--- config.mk ---
export PLATFORM = sky130hd
export DESIGN_NAME = id_branch_resolver
export DESIGN_NICKNAME = d
export VERILOG_FILES = /design/src/rtl/id_br_pkg.sv /design/src/rtl/id_zero_detect.sv /design/src/rtl/id_br_target.sv /design/src/rtl/id_jmp_target.sv /design/src/rtl/id_br_ctrl.sv /design/src/rtl/id_branch_resolver.sv
export SDC_FILE = /design/constraint.sdc
export NUM_CORES = 1
export LEC_CHECK = 0
export BUFFER_PORTS_ARGS = -buffer_cell sky130_fd_sc_hd__buf_2
export CORE_ASPECT_RATIO = 1.2
export CORE_MARGIN = 4
export CORE_UTILIZATION = 45
export DETAILED_ROUTE_END_ITERATION = 6
export PLACE_DENSITY = 0.86
export SYNTH_ARGS = -nofsm -noshare
export SYNTH_HDL_FRONTEND = slang
export SYNTH_SLANG_ARGS = --single-unit
--- constraint.sdc ---
create_clock -name clk -period 4.1 [get_ports clk]
set_input_delay 0.41 -clock clk [delete_from_list [all_inputs] [get_ports clk]]
set_output_delay 0.41 -clock clk [all_outputs]
set_load 0.01 [all_outputs]
--- src/rtl/id_br_pkg.sv ---
// Shared encodings for the decode-stage branch resolver.
// Assumes the decoder drives br_kind_e values and fetch decodes npc_sel_e.
package id_br_pkg;
    typedef enum logic [1:0] {
        BK_NONE = 2'd0,
        BK_EQZ  = 2'd1,
        BK_NEZ  = 2'd2,
        BK_JMP  = 2'd3
    } br_kind_e;

    typedef enum logic [1:0] {
        NS_SEQ = 2'd0,
        NS_BR  = 2'd1,
        NS_JMP = 2'd2
    } npc_sel_e;
endpackage

--- src/rtl/id_zero_detect.sv ---
// Wide zero detector built as a two-level OR/NOR tree over 4-bit groups.
// Assumes W >= 1; upper padding bits of the last group are tied to zero.
module id_zero_detect #(
    parameter int W = 32
) (
    input  logic [W-1:0] val_i,
    output logic         is_zero_o
);
    localparam int GRP_W  = 4;
    localparam int GROUPS = (W + GRP_W - 1) / GRP_W;

    logic [GROUPS*GRP_W-1:0] padded;
    logic [GROUPS-1:0]       grp_any;

    // Place the operand into a group-aligned vector.
    always_comb begin
        padded        = '0;
        padded[W-1:0] = val_i;
    end

    for (genvar g = 0; g < GROUPS; g++) begin : g_grp
        // First level: any bit set inside this group.
        assign grp_any[g] = |padded[g*GRP_W +: GRP_W];
    end

    // Second level: NOR across all group results.
    assign is_zero_o = ~(|grp_any);
endmodule

--- src/rtl/id_br_target.sv ---
// Dedicated PC-relative adder for conditional branch targets.
// Assumes word-addressed offsets: the offset is sign-extended and scaled by 4.
module id_br_target #(
    parameter int XLEN   = 32,
    parameter int BOFF_W = 16
) (
    input  logic [XLEN-1:0]   pc4_i,
    input  logic [BOFF_W-1:0] off_i,
    output logic [XLEN-1:0]   tgt_o
);
    localparam int SHIFT = 2;
    localparam int EXT_W = XLEN - BOFF_W - SHIFT;

    logic [XLEN-1:0] scaled;

    // Sign-extend and scale the word offset to a byte displacement.
    always_comb begin
        scaled = {{EXT_W{off_i[BOFF_W-1]}}, off_i, {SHIFT{1'b0}}};
        tgt_o  = pc4_i + scaled;
    end
endmodule

--- src/rtl/id_jmp_target.sv ---
// Jump target former: keeps the region bits of PC+4 and inserts the word index.
// Assumes PC_HI + JOFF_W + 2 equals the address width.
module id_jmp_target #(
    parameter int PC_HI  = 4,
    parameter int JOFF_W = 26
) (
    input  logic [PC_HI-1:0]  pc_hi_i,
    input  logic [JOFF_W-1:0] off_i,
    output logic [PC_HI+JOFF_W+1:0] tgt_o
);
    // Pure concatenation, no carry chain.
    always_comb tgt_o = {pc_hi_i, off_i, 2'b00};
endmodule

--- src/rtl/id_br_ctrl.sv ---
// Resolution control: decides redirect, flush and stall for the decode slot,
// and marks the slot after a flush as squashed so it is never acted upon.
// Assumes the zero flag and pending flag refer to the branch in decode.
module id_br_ctrl
    import id_br_pkg::*;
(
    input  logic     clk,
    input  logic     rst_n,
    input  br_kind_e kind_i,
    input  logic     is_zero_i,
    input  logic     pending_i,
    output logic     redirect_o,
    output logic     flush_o,
    output logic     stall_o,
    npc_sel_e        sel_o
);
    logic squash_q;
    logic live;
    logic is_cond;
    logic taken;

    // Remember that the next decode slot holds a squashed instruction.
    always_ff @(posedge clk) begin
        if (!rst_n) squash_q <= 1'b0;
        else        squash_q <= flush_o;
    end

    // Resolve the decode slot: stall first, then redirect on a taken transfer.
    always_comb begin
        live    = rst_n && !squash_q;
        is_cond = (kind_i == BK_EQZ) || (kind_i == BK_NEZ);
        unique case (kind_i)
            BK_EQZ:  taken = is_zero_i;
            BK_NEZ:  taken = !is_zero_i;
            BK_JMP:  taken = 1'b1;
            default: taken = 1'b0;
        endcase
        stall_o    = live && is_cond && pending_i;
        redirect_o = live && taken && !stall_o;
        flush_o    = redirect_o;
        if (!redirect_o)           sel_o = NS_SEQ;
        else if (kind_i == BK_JMP) sel_o = NS_JMP;
        else                       sel_o = NS_BR;
    end


    flush_single_chk: assert property (@(posedge clk) disable iff (!rst_n)
        flush_o |=> !flush_o);

    stall_blocks_chk: assert property (@(posedge clk) disable iff (!rst_n)
        stall_o |-> (!redirect_o && !flush_o));

    jump_always_chk: assert property (@(posedge clk) disable iff (!rst_n)
        (kind_i == BK_JMP && !squash_q) |-> (flush_o && sel_o == NS_JMP));

    none_quiet_chk: assert property (@(posedge clk) disable iff (!rst_n)
        (kind_i == BK_NONE) |-> (!redirect_o && !stall_o));
endmodule

--- src/rtl/id_branch_resolver.sv ---
// Decode-stage branch resolver top: zero test, branch adder, jump former and
// control. Assumes src_val is already forwarded and src_pending comes from
// the hazard unit; fetch loads npc_target whenever redirect is high.
module id_branch_resolver
    import id_br_pkg::*;
#(
    parameter int XLEN   = 32,
    parameter int BOFF_W = 16,
    parameter int JOFF_W = 26
) (
    input  logic              clk,
    input  logic              rst_n,
    input  logic [XLEN-1:0]   pc_plus4,
    input  logic [1:0]        br_kind,
    input  logic [BOFF_W-1:0] br_off,
    input  logic [JOFF_W-1:0] jmp_off,
    input  logic [XLEN-1:0]   src_val,
    input  logic              src_pending,
    output logic              redirect,
    output logic [1:0]        npc_sel,
    output logic [XLEN-1:0]   npc_target,
    output logic              flush,
    output logic              stall
);
    localparam int PC_HI = XLEN - JOFF_W - 2;

    br_kind_e        kind;
    npc_sel_e        sel;
    logic            is_zero;
    logic [XLEN-1:0] br_tgt;
    logic [XLEN-1:0] jmp_tgt;

    // Interpret the decoded kind field.
    always_comb kind = br_kind_e'(br_kind);

    id_zero_detect #(.W(XLEN)) u_zero (
        .val_i     (src_val),
        .is_zero_o (is_zero)
    );

    id_br_target #(.XLEN(XLEN), .BOFF_W(BOFF_W)) u_badd (
        .pc4_i (pc_plus4),
        .off_i (br_off),
        .tgt_o (br_tgt)
    );

    id_jmp_target #(.PC_HI(PC_HI), .JOFF_W(JOFF_W)) u_jform (
        .pc_hi_i (pc_plus4[XLEN-1 -: PC_HI]),
        .off_i   (jmp_off),
        .tgt_o   (jmp_tgt)
    );

    id_br_ctrl u_ctrl (
        .clk        (clk),
        .rst_n      (rst_n),
        .kind_i     (kind),
        .is_zero_i  (is_zero),
        .pending_i  (src_pending),
        .redirect_o (redirect),
        .flush_o    (flush),
        .stall_o    (stall),
        .sel_o      (sel)
    );

    // Drive the next-PC select and pick the target matching the kind.
    always_comb begin
        npc_sel    = sel;
        npc_target = (kind == BK_JMP) ? jmp_tgt : br_tgt;
    end


    eqz_taken_chk: assert property (@(posedge clk) disable iff (!rst_n)
        (redirect && kind == BK_EQZ) |-> (src_val == '0));

    nez_taken_chk: assert property (@(posedge clk) disable iff (!rst_n)
        (redirect && kind == BK_NEZ) |-> (src_val != '0));

    br_align_chk: assert property (@(posedge clk) disable iff (!rst_n)
        (npc_sel == 2'd1) |-> (npc_target[1:0] == pc_plus4[1:0]));

    squash_slot_chk: assert property (@(posedge clk) disable iff (!rst_n)
        flush |=> (!redirect && !stall && !flush));
endmodule

==> flow_metrics.py, run 1 <==
metrics = {
    "yosys": {
        "yosysWarnings": 0,
        "ys_types": 52,
        "synth_top_area_cell": "ha_1",
        "syn-instance-count": 313,
        "ys.flop_type": "dfxtp_1",
        "yosysTopAreaCellShare": 0.176,
        "synthTopCellsByArea": "ha_1 (18%), nand2_1 (8.3%), a21oi_1 (5.4%)",
        "avgSynthCellArea_sq_um": 6.82,
        "ys_ff_latch": 1,
        "synthesis.area_sq_um": 2130,
        "synth-edff-count": 0,
        "yosys.cell_count.top_type": "nand2_1",
        "synth_async_sr_flop_share": 0,
        "synth_nets": 455,
        "ys_top_cells_by_count": "nand2_1 (47), ha_1 (30), a21oi_1 (23)",
        "synth_seq_area_share": 0.00938,
    },
    "placed_design": {
        "placed_area_sq_um": 2880,
        "dp_hpwl_mm": 5.76,
        "preCtsSetupSlack_ns": 0.816,
        "io_buffers": 147,
        "gp_congestion": 0.959,
    },
    "route": {
        "via_count": 2839,
        "first_pass_iters": 4,
        "drtAntennaViolNets": 0,
        "via_per_inst": 5.60,
        "wirelength_mm": 6.66,
        "wl_per_cell_um": 13.1,
        "drt-initial-drc-count": 186,
        "remaining_drc_errors": 0,
    },
    "sta": {
        "slew_violations": 0,
        "rsz0062_at_grt": "no",
        "fin_crit_sh": 0.803,
        "worst_pin_slew_ns": 0.698,
        "setup_tns_ns": 0,
        "finClkSkew_ns": 0,
        "setup_viol": 0,
        "fmax_mhz": 304,
        "fin_crit_ns": 3.29,
        "slew-limit-headroom": 0.535,
        "hold_viol_final": 0,
        "layout_setup_ws_ns": 0.809,
    },
    "cells_and_area": {
        "drive_gt1_frac": 0.367,
        "fin_area_sq_um": 2880,
        "finalNetCount": 593,
        "largest_registers": "u_ctrl.squash_q (1)",
        "area_delta_synth_final_pct": 34.8,
        "utilization": 0.626,
        "largest_reg_flops": 1,
        "largest_register": "u_ctrl.squash_q",
        "fillers": 431,
        "antenna_cells": 0,
    },
    "power_and_ir_drop": {
        "pwr_density_cell_nw_per_um2": 164,
        "p_leak_nw": 1.45,
        "ir_worst_vdd_mv": 0.0921,
    },
    "grt": {
        "antenna_found_initial": 0,
        "grt_pass1_wl_mm": 11.2,
        "track_usage": 0.210,
        "grt_max_degree": 44,
        "grt_pass1_vias": 2688,
        "grt.overflow.total": 0,
    },
    "critical_path": {
        "worstPathMaxFanout": 4,
        "cp_top_family": "compound AO/OA/AOI/OAI gates",
        "path_class": "in -> out",
        "cp_common_cell": "buf_2",
        "worst_setup_path_end_kind": "output port",
        "crit_path_start_kind": "input port",
        "path_buf_inv": 2,
        "cp_data_required_time_ns": 3.69,
        "cpPeakStageDelay_ns": 0.44,
        "arrival_ns": 2.88,
        "path_cells": "buf_2 > ha_1 > fa_1 > a211oi_1 > nor2_1 > o31a_4 > o2111ai_1 > a21oi_1 > a41oi_2 > xor2_1 > o21ai_1 > buf_2",
        "cp_slowest_cell": "fa_1",
    },
    "floorplan": {
        "start_util": 0.465,
        "die-area_sq_um": 5910,
        "row_count": 27,
        "fp.dieW_um": 70.9,
        "core_sq_um": 4590,
        "die_y_um": 83.4,
        "ioPinCount": 148,
    },
    "clock_network": {
        "cts_setup_buffers": 0,
        "cts.clk_slew.worst_paths_ns": 0,
        "clk_latency_ns": 0,
        "ctsHoldBuffers": 0,
        "cts_resized": 0,
    },
    "hold_path": {
        "hold_class": "reg -> reg",
    },
    "flow_run": {
        "cap_violations": 0,
    },
    "outcome": {
        "status": "complete, no violations",
    },
}
==> layout make-up <==
type                       count  area, sq um  area share
timing repair buffer         148          743       0.258
inverter                       8         30.0      0.0104
multi-input combinational    292         2010       0.699
sequential                     1         20.0     0.00696
tap                           58         72.6      0.0252
==> cell usage in the layout, fill, tap and decap left out, types with 9 or more instances in the layout <==
cell type	n
nor2_1	18
xor2_1	9
nor4_1	10
ha_1	29
a21o_1	15
nand2_1	47
o21ai_1	22
a21oi_1	23
xnor2_1	12
o21ai_0	21
buf_2	147
==> where the power goes <==
group	switching [mW]	total (mW)	internal [mW]	leakage, nW
sequential	0.000436	0.0110	0.0106	0.00828
clock	0	0	0	0
combinational	0.251	0.461	0.211	1.45
total	0.251	0.472	0.221	1.45
==> path summary, 6_finish.rpt <==
path / start / end / slack [ns] / depth (start not counted)
worst min-delay path: u_ctrl.squash_q / u_ctrl.squash_q / 0.45 / 1
worst max register to register: u_ctrl.squash_q / u_ctrl.squash_q / 3.18 / 2
worst min register to register: u_ctrl.squash_q / u_ctrl.squash_q / 0.45 / 1
worst max-delay path: pc_plus4[2] / npc_target[28] / 0.81 / 12
==> routing by layer <==
metal  routed length [um]  vias to the layer above  track usage
li1                     -                     1454            -
met1                 2670                     1273        0.241
met2                 3450                      102        0.419
met3                  462                       10       0.0206
met4                   76                        0       0.0222
met5                    0                        -            0
==> kinds of logic after synthesis <==
logic type               count (synthesis)  share of synthesized area
XOR/XNOR                                21                     0.0862
buffers and inverters                   20                     0.0492
flip-flops                               1                    0.00938
AO/OA/AOI/OAI                          119                      0.379
multiplexers                             3                     0.0152
AND/OR/NAND/NOR                        118                      0.275
adder cells (fa/ha/maj)                 31                      0.185
==> worst register-to-register path, cell delays in order (launching register included) <==
cell and delay [ns]:
dfxtp_1 0.33, and4b_1 0.23, nor4b_1 0.27
==> through the flow <==
| step | power (mW) | std cells | hold slack (ns) |
|---|---|---|---|
| 4_1_cts | 0.472 | 507 | 0.447 |
| 3_5_place_dp | 0.470 | 507 | 0.444 |
| 3_3_place_gp | 0.462 | 507 | 0.432 |
| 5_1_grt | 0.525 | 507 | 0.475 |
| 6_report | 0.472 | 507 | 0.445 |
| 2_1_floorplan | 0.316 | 313 | 0.417 |
Power figures use the tool's default switching activity.
==> run 2: changes to the inputs <==
--- a/config.mk
+++ b/config.mk
@@ -8,9 +8,9 @@
 export BUFFER_PORTS_ARGS = -buffer_cell sky130_fd_sc_hd__buf_2
 export CORE_ASPECT_RATIO = 1.2
 export CORE_MARGIN = 4
-export CORE_UTILIZATION = 45
+export CORE_UTILIZATION = 43
 export DETAILED_ROUTE_END_ITERATION = 6
-export PLACE_DENSITY = 0.86
+export PLACE_DENSITY = 0.83
 export SYNTH_ARGS = -nofsm -noshare
 export SYNTH_HDL_FRONTEND = slang
 export SYNTH_SLANG_ARGS = --single-unit
==> constraint.sdc (replaced) <==
create_clock -name clk -period 3.1 [get_ports clk]
set_input_delay 0.31 -clock clk [delete_from_list [all_inputs] [get_ports clk]]
set_output_delay 0.31 -clock clk [all_outputs]
set_load 0.01 [all_outputs]
==> run 2 against run 1 <==
  * Die area is 4.2% higher
  * Final cell count is 1.2% higher
  * Sequential share of layout area hardly changed
  * Worst setup slack worse by 0.71 ns
==> flow_metrics.py, run 2 (synthesis results as in run 1) <==
metrics = {
    "outcome": {
        "status": "complete, no violations",
    },
    "cells_and_area": {
        "layout_commonest_cell": "buf_2",
        "regArea_sq_um": 20.0,
        "multiInputGateArea_sq_um": 2030,
        "mostFrequentLayoutCells": "buf_2 (147), nand2_1 (47), ha_1 (29)",
        "antenna_cells": 0,
        "largest_registers": "u_ctrl.squash_q (1)",
        "fillers": 461,
        "drive_gt1_frac": 0.382,
        "largest_reg_flops": 1,
        "area_delta_synth_final_pct": 37.6,
        "utilization": 0.625,
        "largest_register": "u_ctrl.squash_q",
        "fin_area_sq_um": 2940,
        "finalNetCount": 599,
    },
    "sta": {
        "slew_violations": 0,
        "worst_pin_slew_ns": 0.557,
        "finClkSkew_ns": 0,
        "setup_viol": 0,
        "fin_crit_ns": 3.00,
        "slew-limit-headroom": 0.625,
        "rsz0062_at_grt": "no",
        "hold_viol_final": 0,
        "fmax_mhz": 334,
        "layout_setup_ws_ns": 0.103,
        "setup_tns_ns": 0,
        "fin_crit_sh": 0.967,
    },
    "placed_design": {
        "preCtsSetupSlack_ns": 0.0771,
        "io_buffers": 147,
        "placed_area_sq_um": 2920,
        "dp_hpwl_mm": 5.94,
        "gp_congestion": 0.887,
    },
    "route": {
        "wirelength_mm": 6.89,
        "wl_per_cell_um": 13.4,
        "via_per_inst": 5.48,
        "dr_wl_met3_um": 523,
        "drtAntennaViolNets": 0,
        "met1_length_mm": 2.88,
        "remaining_drc_errors": 0,
        "top_layer": "met4",
        "wl_met2_mm": 3.38,
        "first_pass_iters": 4,
        "drt-initial-drc-count": 171,
        "via_count": 2811,
    },
    "flow_run": {
        "cap_violations": 0,
    },
    "power_and_ir_drop": {
        "p_leak_nw": 1.48,
        "ir_worst_vdd_mv": 0.120,
        "pwr_density_cell_nw_per_um2": 218,
        "total_power_mw": 0.640,
    },
    "hold_path": {
        "hold_class": "reg -> reg",
    },
    "critical_path": {
        "cp_data_required_time_ns": 2.79,
        "cp_slowest_cell": "fa_1",
        "path_buf_inv": 2,
        "path_cells": "buf_2 > ha_1 > fa_1 > a211oi_1 > nor2_1 > o31a_4 > o211a_4 > o21ai_4 > o31ai_2 > xnor2_1 > o21ai_1 > buf_2",
        "crit_path_start_kind": "input port",
        "arrival_ns": 2.69,
        "cp_common_cell": "buf_2",
        "cp_top_family": "compound AO/OA/AOI/OAI gates",
        "worst_setup_path_end_kind": "output port",
        "worstPathMaxFanout": 4,
        "path_class": "in -> out",
        "cpPeakStageDelay_ns": 0.40,
    },
    "clock_network": {
        "cts_setup_buffers": 0,
        "clk_latency_ns": 0,
        "cts.clk_slew.worst_paths_ns": 0,
    },
    "floorplan": {
        "fp.dieW_um": 72.3,
        "core_sq_um": 4700,
        "ioPinCount": 148,
        "die_y_um": 85.2,
        "row_count": 27,
        "start_util": 0.455,
        "die-area_sq_um": 6160,
    },
    "grt": {
        "grt.overflow.total": 0,
        "track_usage": 0.209,
        "grt_pass1_vias": 2643,
        "grt_max_degree": 29,
        "grt_pass1_wl_mm": 11.2,
        "antenna_found_initial": 0,
    },
}
## run 2: cell type report
type | instances | share of cell area
Sequential cell | 1 | 0.00682
Timing Repair Buffer | 154 | 0.268
Multi-Input combinational cell | 292 | 0.690
Tap cell | 58 | 0.0247
Inverter | 8 | 0.0102
## run 2: path summary, 6_finish.rpt
path	from	end	slack, ns	depth (start not counted)
setup / recovery	pc_plus4[2]	npc_target[30]	0.10	12
hold / removal	u_ctrl.squash_q	u_ctrl.squash_q	0.45	1
setup reg to reg	u_ctrl.squash_q	u_ctrl.squash_q	2.16	2
hold reg to reg	u_ctrl.squash_q	u_ctrl.squash_q	0.45	1
## run 2: what timing repair did
item                                   4_1_cts  5_1_grt
setup endpoints to repair                    0        3
endpoints found under the hold margin        0        0
hold buffers                                 0        0
resized for setup                            0        3
## run 2: worst reg2reg max path, cell delays in order (launching register included)
cell and delay [ns]:
dfxtp_1 0.32, and4b_1 0.23, nor4b_1 0.28
## run 2: through the flow
| stage | std cells | hold WS (ns) |
|---|---|---|
| floorplan | 313 | 0.417 |
| finish | 513 | 0.447 |
| CTS | 513 | 0.448 |
| global route | 513 | 0.491 |
| detailed placement | 513 | 0.451 |
| global placement | 513 | 0.424 |
## run 2: per-layer routing
layer | track usage | up-vias
met5 | 0 | -
met4 | 0.0359 | 0
met3 | 0.0284 | 12
met2 | 0.379 | 101
met1 | 0.260 | 1227
li1 | - | 1471
## run 2: report_power, final
part	total [mW]	leakage (nW)	internal, mW	switching (mW)
Clock	0	0	0	0
Sequential	0.0146	0.00828	0.0140	0.000564
Combinational	0.625	1.48	0.287	0.339
